File: src/rtl/serial_csr_front_pkg.sv
package serial_csr_front_pkg;

   localparam int OFS_W  = 3;
   localparam int BYTE_W = 8;

   typedef enum logic [OFS_W-1:0] {
      OFS_DATA    = 3'd0,
      OFS_IEN     = 3'd1,
      OFS_IDENT   = 3'd2,
      OFS_LINE    = 3'd3,
      OFS_MODEM   = 3'd4,
      OFS_LSTAT   = 3'd5,
      OFS_MSTAT   = 3'd6,
      OFS_SCRATCH = 3'd7
   } reg_ofs_e;

   localparam int IEN_RX_BIT   = 0;
   localparam int IEN_TX_BIT   = 1;
   localparam int LINE_DIV_BIT = 7;

   localparam logic [BYTE_W-1:0] ID_RX      = 8'h04;
   localparam logic [BYTE_W-1:0] ID_TX      = 8'h02;
   localparam logic [BYTE_W-1:0] ID_NONE    = 8'h01;
   localparam logic [BYTE_W-1:0] LSTAT_IDLE = 8'h60;
   localparam logic [BYTE_W-1:0] MODEM_CMD  = 8'h1A;
   localparam logic [BYTE_W-1:0] MODEM_VAL  = 8'h9A;

   localparam int CH_RX = 0;
   localparam int CH_TX = 1;
   localparam int N_CH  = 2;

   typedef struct packed {
      logic rd_data;
      logic wr_data;
      logic rd_ident;
      logic wr_ien;
      logic wr_line;
      logic wr_modem;
   } access_s;

endpackage

File: src/rtl/serial_csr_decode.sv
module serial_csr_decode
   import serial_csr_front_pkg::*;
(
   input  logic             sel,
   input  logic             wr,
   input  logic [OFS_W-1:0] ofs,
   input  logic             div_sel,
   output access_s          acc
);

   logic rd;
   logic wr_s;

   assign rd   = sel && !wr;
   assign wr_s = sel && wr;

   always_comb begin
      acc          = '0;
      acc.rd_data  = rd   && (ofs == OFS_DATA) && !div_sel;
      acc.wr_data  = wr_s && (ofs == OFS_DATA) && !div_sel;
      acc.wr_ien   = wr_s && (ofs == OFS_IEN)  && !div_sel;
      acc.rd_ident = rd   && (ofs == OFS_IDENT);
      acc.wr_line  = wr_s && (ofs == OFS_LINE);
      acc.wr_modem = wr_s && (ofs == OFS_MODEM);
   end

endmodule

File: src/rtl/serial_csr_timer.sv
module serial_csr_timer #(
   parameter int DELAY_CYCLES = 450
) (
   input  logic clk,
   input  logic rst_n,
   input  logic start,
   input  logic cancel,
   output logic expire
);

   localparam int CW = $clog2(DELAY_CYCLES + 1);

   logic [CW-1:0] cnt_q;
   logic          run_q;

   assign expire = run_q && (cnt_q == CW'(1)) && !start && !cancel;

   always_ff @(posedge clk) begin
      if (!rst_n) begin
         cnt_q <= '0;
         run_q <= 1'b0;
      end else if (start) begin
         cnt_q <= CW'(DELAY_CYCLES);
         run_q <= 1'b1;
      end else if (cancel) begin
         cnt_q <= '0;
         run_q <= 1'b0;
      end else if (run_q) begin
         if (cnt_q == CW'(1)) begin
            cnt_q <= '0;
            run_q <= 1'b0;
         end else begin
            cnt_q <= cnt_q - CW'(1);
         end
      end
   end

   // a running timer always holds a count inside its interval
   assert_cnt_in_window_R9: assert property (@(posedge clk) disable iff (!rst_n)
      run_q |-> (cnt_q != '0) && (cnt_q <= CW'(DELAY_CYCLES)));

   // a start always reloads the full interval
   assert_reload_full_R9: assert property (@(posedge clk) disable iff (!rst_n)
      start |=> run_q && (cnt_q == CW'(DELAY_CYCLES)));

endmodule

File: src/rtl/serial_csr_pending.sv
module serial_csr_pending (
   input  logic clk,
   input  logic rst_n,
   input  logic rx_en,
   input  logic tx_en,
   input  logic rx_arrive,
   input  logic rx_expire,
   input  logic tx_expire,
   input  logic rx_clr_read,
   input  logic tx_clr_access,
   input  logic rx_disable,
   input  logic tx_disable,
   output logic rx_pend,
   output logic tx_pend
);

   logic rx_d;
   logic tx_d;

   always_comb begin
      rx_d = rx_pend;
      if (rx_en && (rx_arrive || rx_expire)) rx_d = 1'b1;
      if (rx_clr_read)                      rx_d = 1'b0;
      if (rx_disable)                       rx_d = 1'b0;

      tx_d = tx_pend;
      if (tx_clr_access)                    tx_d = 1'b0;
      if (tx_en && tx_expire)               tx_d = 1'b1;
      if (tx_disable)                       tx_d = 1'b0;
   end

   always_ff @(posedge clk) begin
      if (!rst_n) begin
         rx_pend <= 1'b0;
         tx_pend <= 1'b0;
      end else begin
         rx_pend <= rx_d;
         tx_pend <= tx_d;
      end
   end

   // transmit-pending rises only while the transmit enable is set
   assert_tx_rise_needs_en_R9: assert property (@(posedge clk) disable iff (!rst_n)
      $rose(tx_pend) |-> $past(tx_en));

   // receive-pending rises only while the receive enable is set
   assert_rx_rise_needs_en_R11: assert property (@(posedge clk) disable iff (!rst_n)
      $rose(rx_pend) |-> $past(rx_en));

   // an identification read with no expiry leaves transmit-pending clear
   assert_ident_clears_tx_R6: assert property (@(posedge clk) disable iff (!rst_n)
      (tx_clr_access && !tx_expire) |=> !tx_pend);

   // a data read leaves receive-pending clear
   assert_read_clears_rx_R3: assert property (@(posedge clk) disable iff (!rst_n)
      rx_clr_read |=> !rx_pend);

endmodule

File: src/rtl/serial_csr_front.sv
module serial_csr_front
   import serial_csr_front_pkg::*;
#(
   parameter int DELAY_CYCLES = 450
) (
   input  logic             clk,
   input  logic             rst_n,
   input  logic             bus_sel,
   input  logic             bus_wr,
   input  logic [2:0]       bus_addr,
   input  logic [7:0]       bus_wdata,
   output logic [7:0]       bus_rdata,
   output logic             tx_valid,
   output logic [7:0]       tx_byte,
   input  logic             rx_avail,
   input  logic [7:0]       rx_byte,
   output logic             rx_pop,
   output logic             irq
);

   if (DELAY_CYCLES < 1) begin : g_bad_delay
      $error("serial_csr_front: DELAY_CYCLES must be at least 1");
   end

   access_s          acc;
   logic [BYTE_W-1:0] ien_q;
   logic [BYTE_W-1:0] line_q;
   logic [BYTE_W-1:0] modem_q;
   logic             rx_avail_q;
   logic             recheck_q;
   logic             div_sel;
   logic             rx_pend;
   logic             tx_pend;
   logic [N_CH-1:0]  t_start;
   logic [N_CH-1:0]  t_cancel;
   logic [N_CH-1:0]  t_expire;
   logic             rx_arrive;
   logic [BYTE_W-1:0] ident;
   logic [BYTE_W-1:0] mux;

   assign div_sel = line_q[LINE_DIV_BIT];

   serial_csr_decode u_decode (
      .sel     (bus_sel),
      .wr      (bus_wr),
      .ofs     (bus_addr),
      .div_sel (div_sel),
      .acc     (acc)
   );

   // Register storage
   always_ff @(posedge clk) begin
      if (!rst_n) begin
         ien_q      <= '0;
         line_q     <= '0;
         modem_q    <= '0;
         rx_avail_q <= 1'b0;
         recheck_q  <= 1'b0;
      end else begin
         if (acc.wr_ien)  ien_q  <= bus_wdata;
         if (acc.wr_line) line_q <= bus_wdata;
         if (acc.wr_modem && (bus_wdata == MODEM_CMD)) modem_q <= MODEM_VAL;
         rx_avail_q <= rx_avail;
         recheck_q  <= acc.rd_data;
      end
   end

   assign rx_arrive = rx_avail && !rx_avail_q;

   // Timer control, index CH_RX and CH_TX
   always_comb begin
      t_start[CH_TX]  = (acc.wr_data && ien_q[IEN_TX_BIT]) ||
                        (acc.wr_ien && bus_wdata[IEN_TX_BIT]);
      t_cancel[CH_TX] = acc.wr_ien && !bus_wdata[IEN_TX_BIT];
      t_cancel[CH_RX] = acc.wr_ien && !(bus_wdata[IEN_RX_BIT] && rx_avail);
      t_start[CH_RX]  = (acc.wr_ien && bus_wdata[IEN_RX_BIT] && rx_avail) ||
                        (!acc.wr_ien && recheck_q && rx_avail && ien_q[IEN_RX_BIT]);
   end

   for (genvar g = 0; g < N_CH; g++) begin : g_timer
      serial_csr_timer #(.DELAY_CYCLES(DELAY_CYCLES)) u_timer (
         .clk    (clk),
         .rst_n  (rst_n),
         .start  (t_start[g]),
         .cancel (t_cancel[g]),
         .expire (t_expire[g])
      );
   end

   serial_csr_pending u_pending (
      .clk           (clk),
      .rst_n         (rst_n),
      .rx_en         (ien_q[IEN_RX_BIT]),
      .tx_en         (ien_q[IEN_TX_BIT]),
      .rx_arrive     (rx_arrive),
      .rx_expire     (t_expire[CH_RX]),
      .tx_expire     (t_expire[CH_TX]),
      .rx_clr_read   (acc.rd_data),
      .tx_clr_access (acc.wr_data || acc.rd_ident),
      .rx_disable    (acc.wr_ien && !bus_wdata[IEN_RX_BIT]),
      .tx_disable    (acc.wr_ien && !bus_wdata[IEN_TX_BIT]),
      .rx_pend       (rx_pend),
      .tx_pend       (tx_pend)
   );

   assign irq = rx_pend || tx_pend;

   // Read path
   always_comb begin
      if (rx_pend)      ident = ID_RX;
      else if (tx_pend) ident = ID_TX;
      else              ident = ID_NONE;
   end

   always_comb begin
      mux = '0;
      unique case (reg_ofs_e'(bus_addr))
         OFS_DATA:    mux = (!div_sel && rx_avail) ? rx_byte : '0;
         OFS_IEN:     mux = div_sel ? '0 : ien_q;
         OFS_IDENT:   mux = ident;
         OFS_LINE:    mux = line_q;
         OFS_MODEM:   mux = modem_q;
         OFS_LSTAT:   mux = LSTAT_IDLE | {{(BYTE_W-1){1'b0}}, rx_avail};
         OFS_MSTAT:   mux = '0;
         OFS_SCRATCH: mux = '0;
         default:     mux = '0;
      endcase
   end

   assign bus_rdata = (bus_sel && !bus_wr) ? mux : '0;
   assign rx_pop    = acc.rd_data && rx_avail;
   assign tx_valid  = acc.wr_data;
   assign tx_byte   = acc.wr_data ? bus_wdata : '0;

   // a pop is only issued against available data
   assert_pop_needs_data_R3: assert property (@(posedge clk) disable iff (!rst_n)
      rx_pop |-> rx_avail);

   // divisor select blocks the transmit strobe
   assert_div_blocks_tx_R2: assert property (@(posedge clk) disable iff (!rst_n)
      (bus_sel && bus_wr && (bus_addr == 3'd0) && line_q[LINE_DIV_BIT]) |-> !tx_valid);

   // modem control only ever holds its reset value or the loop value
   assert_modem_values_R10: assert property (@(posedge clk) disable iff (!rst_n)
      (modem_q == '0) || (modem_q == MODEM_VAL));

   // a transmitted byte leaves transmit-pending clear on the next cycle
   assert_tx_write_clears_R4: assert property (@(posedge clk) disable iff (!rst_n)
      tx_valid |=> !tx_pend);

   // fresh data with the receive enable set raises the interrupt next cycle
   assert_arrive_irq_R11: assert property (@(posedge clk) disable iff (!rst_n)
      (rx_arrive && ien_q[IEN_RX_BIT] && !acc.rd_data && !acc.wr_ien) |=> irq);

endmodule

File: config.mk
export PLATFORM = sky130hd
export DESIGN_NAME = serial_csr_front
export DESIGN_NICKNAME = d
export VERILOG_FILES = /design/src/rtl/serial_csr_front_pkg.sv /design/src/rtl/serial_csr_decode.sv /design/src/rtl/serial_csr_timer.sv /design/src/rtl/serial_csr_pending.sv /design/src/rtl/serial_csr_front.sv
export SDC_FILE = /design/constraint.sdc
export NUM_CORES = 1
export LEC_CHECK = 0
export CORE_MARGIN = 1.5
export CORE_UTILIZATION = 53
export DETAILED_ROUTE_END_ITERATION = 8
export MAX_ROUTING_LAYER = met4
export PLACE_DENSITY_LB_ADDON = 0.05
export SLEW_MARGIN = 20
export SYNTH_ARGS = -nofsm -noshare
export SYNTH_HDL_FRONTEND = slang
export SYNTH_SLANG_ARGS = --single-unit
File: constraint.sdc
create_clock -name clk -period 2.4 [get_ports clk]
set_clock_uncertainty 0.1 [all_clocks]
set_input_delay 0.24 -clock clk [delete_from_list [all_inputs] [get_ports clk]]
set_output_delay 0.24 -clock clk [all_outputs]
set_load 0.02 [all_outputs]
==> impl_metrics.json <==
{
  "cts.sinks": 41,
  "diodes": 0,
  "leakage_uw": 0.00127,
  "grt_pass1_wl_um": 11600,
  "synth_nets": 347,
  "netlist_instances": 319,
  "grt_max_degree": 14,
  "final.period_utilization_pct": 96.0,
  "io_buffer_count": 42,
  "first_global_vias": 2436,
  "first_pass_iters": 7,
  "syn_area_mm2": 0.00249,
  "irDropWorstVdd_mv": 0.443,
  "drive_gt1_share_pct": 15.3,
  "reg2regPathDepth": 5,
  "dp_hpwl_um": 5220,
  "htreeDepth": 2,
  "cts_tree": "built",
  "tightestPinTransition_ps": 657,
  "die_area_mm2": 0.00512,
  "grt_overflow": 0,
  "period_minus_slack_ps": 2300,
  "powerDensity_mw_per_mm2": 432,
  "wirelength_um": 6850,
  "drc": 8,
  "ioPinCount": 43,
  "maxCapViolCount": 0,
  "dieWidth_um": 71.5,
  "wl_per_cell_um": 15.7,
  "slew_viol_final": 0,
  "cts.path.max_buffers": 2,
  "critPathMaxFanout": 11,
  "violations": "DRC",
  "synth_warnings": 0,
  "gr-usage-all-layers_pct": 29.8,
  "cts_setup_buffers": 0,
  "synth-seq-cells": 41,
  "preCtsSetupSlack_ps": -266,
  "place_inst": 429,
  "viasPerCell": 5.89,
  "hold_slack_ps": 363,
  "via_count": 2574,
  "synthFlopType": "dfxtp_1",
  "cts_buffers": 5,
  "holdPathStages": 2,
  "synth.lib_cells_used.distinct": 57,
  "finalHoldViolations": 0,
  "worstSetupEndpointType": "output pin",
  "finish.net_count": 412,
  "async_reset_ff_share_pct": 0,
  "gp_congestion": 0.913,
  "worstPathArrival_ps": 1960,
  "min_path_type": "reg2reg",
  "setup_viol": 0,
  "antenna_found_initial": 0,
  "ant_nets": 0,
  "clock_latency_ps": 300,
  "power_uw": 1370,
  "area_growth_pct": 27.8,
  "cts.reportedPaths.clkPinSlew_ps": 80,
  "avgSynthCellArea_um2": 7.80,
  "status": "complete, but fails checks",
  "synth_edf_count": 0,
  "start_util_pct": 56.0,
  "rows": 24,
  "max_slew_margin_pct": 55.6,
  "timing.fmax_mhz": 434,
  "ys_seq_area_share_pct": 33.0,
  "rsz0062_at_grt": "no",
  "die_y_um": 71.5,
  "drtIter0Drc": 166,
  "fin_cells": 437,
  "root_buffer": "clkbuf_8",
  "crit_type": "in2out",
  "fillers": 410,
  "setup_tns_ps": 0,
  "required_ps": 2060,
  "start_kind": "input port",
  "worst_slack_ps": 95.2,
  "core_mm2": 0.00444
}
## final cells by class
| cell class | instances | area [um2] | area share (%) |
|---|---|---|---|
| Timing Repair Buffer | 76 | 641 | 20.1 |
| Inverter | 13 | 48.8 | 1.53 |
| Sequential cell | 41 | 821 | 25.8 |
| Clock inverter | 3 | 17.5 | 0.551 |
| Multi-Input combinational cell | 247 | 1520 | 47.7 |
| Clock buffer | 5 | 68.8 | 2.16 |
| Tap cell | 52 | 65.1 | 2.05 |
## critical path, cell delays in order
cell,delay (ps)
clkdlybuf4s50_1,500
buf_4,220
nor3b_1,180
a21oi_1,70
o22a_1,210
a211oi_1,190
dlygate4sd2_1,360
## synth_stat cells (all sizes together), types with 5 or more instances
cell | n | area [um2]
a21oi | 23 | 115
a31oi | 5 | 31.3
and2 | 8 | 52.6
and3 | 13 | 82.6
buf | 7 | 52.5
clkbuf | 11 | 51.3
dfxtp | 41 | 821
inv | 12 | 45.0
mux2i | 9 | 90.1
nand2 | 43 | 161
nand2b | 7 | 43.8
nand3 | 11 | 55.1
nor2 | 28 | 105
nor2b | 6 | 37.5
nor3 | 5 | 25.0
nor4 | 6 | 37.5
nor4b | 5 | 43.8
o211ai | 5 | 37.5
o21ai | 8 | 40.0
xnor2 | 5 | 43.8
## logic make-up after synthesis
logic type | count (synthesis) | share of synthesized area [%]
buf+inv | 31 | 6.13
fa+ha+maj | 4 | 2.01
compound gates | 71 | 19.2
mux | 9 | 3.62
xor+xnor | 9 | 3.17
simple gates | 154 | 32.9
flops | 41 | 33.0
## routing by layer
| metal | global-route usage (%) | share of wire, % |
|---|---|---|
| met2 | 48.8 | 47 |
| met4 | 13.4 | 3.8 |
| met5 | - | 0 |
| met3 | 4.78 | 6.4 |
| met1 | 36.3 | 43 |
## report_power, final
| part | leakage, uW | internal (uW) | switching, uW |
|---|---|---|---|
| registers | 0.000331 | 690 | 9.99 |
| logic | 0.000894 | 109 | 112 |
| clock network | 0.0000439 | 201 | 251 |
| total | 0.00127 | 1000 | 372 |
## through the flow
step           cell area (um2)  utilization [%]
2_1_floorplan             2490                -
3_3_place_gp              3130             70.3
3_5_place_dp              3130             70.3
4_1_cts                   3190             71.8
5_1_grt                   3180             71.5
6_report                  3180             71.5
## cells in the final DEF (no fill, tap or decap), types with 7 or more instances in the layout
cell	synthesis	layout
nand2b_1	7	7
nand3_1	11	11
nor2_1	28	27
clkdlybuf4s50_1	0	24
a21oi_1	23	23
nand2_1	43	43
o21ai_0	8	8
mux2i_1	9	9
and3_1	12	12
dlygate4sd2_1	0	10
dfxtp_1	41	41
buf_4	2	34
inv_1	12	12
## registers in the layout (all words and copies together) (netlist names)
name and cells:
recheck_q 1, u_pending.rx_pend 1, g_timer.u_timer.cnt_q 18, rx_avail_q 1
line_q 8, modem_q 1, u_pending.tx_pend 1, ien_q 8
g_timer.u_timer.run_q 2
## path summary, 6_finish.rpt
check | from | end | slack [ps]
max | bus_addr[1] | bus_rdata[1] | 100
max reg2reg | line_q[7] | u_pending.rx_pend | 420
min reg2reg | ien_q[6] | ien_q[6] | 360
min | ien_q[6] | ien_q[6] | 360
## timing repair
item / in CTS / in global routing
pin swaps: 0 / 0
endpoints found under the setup margin: 17 / 7
resized for setup: 17 / 17
hold buffers: 0 / 0
No activity file was read; power rests on OpenSTA's default activity.
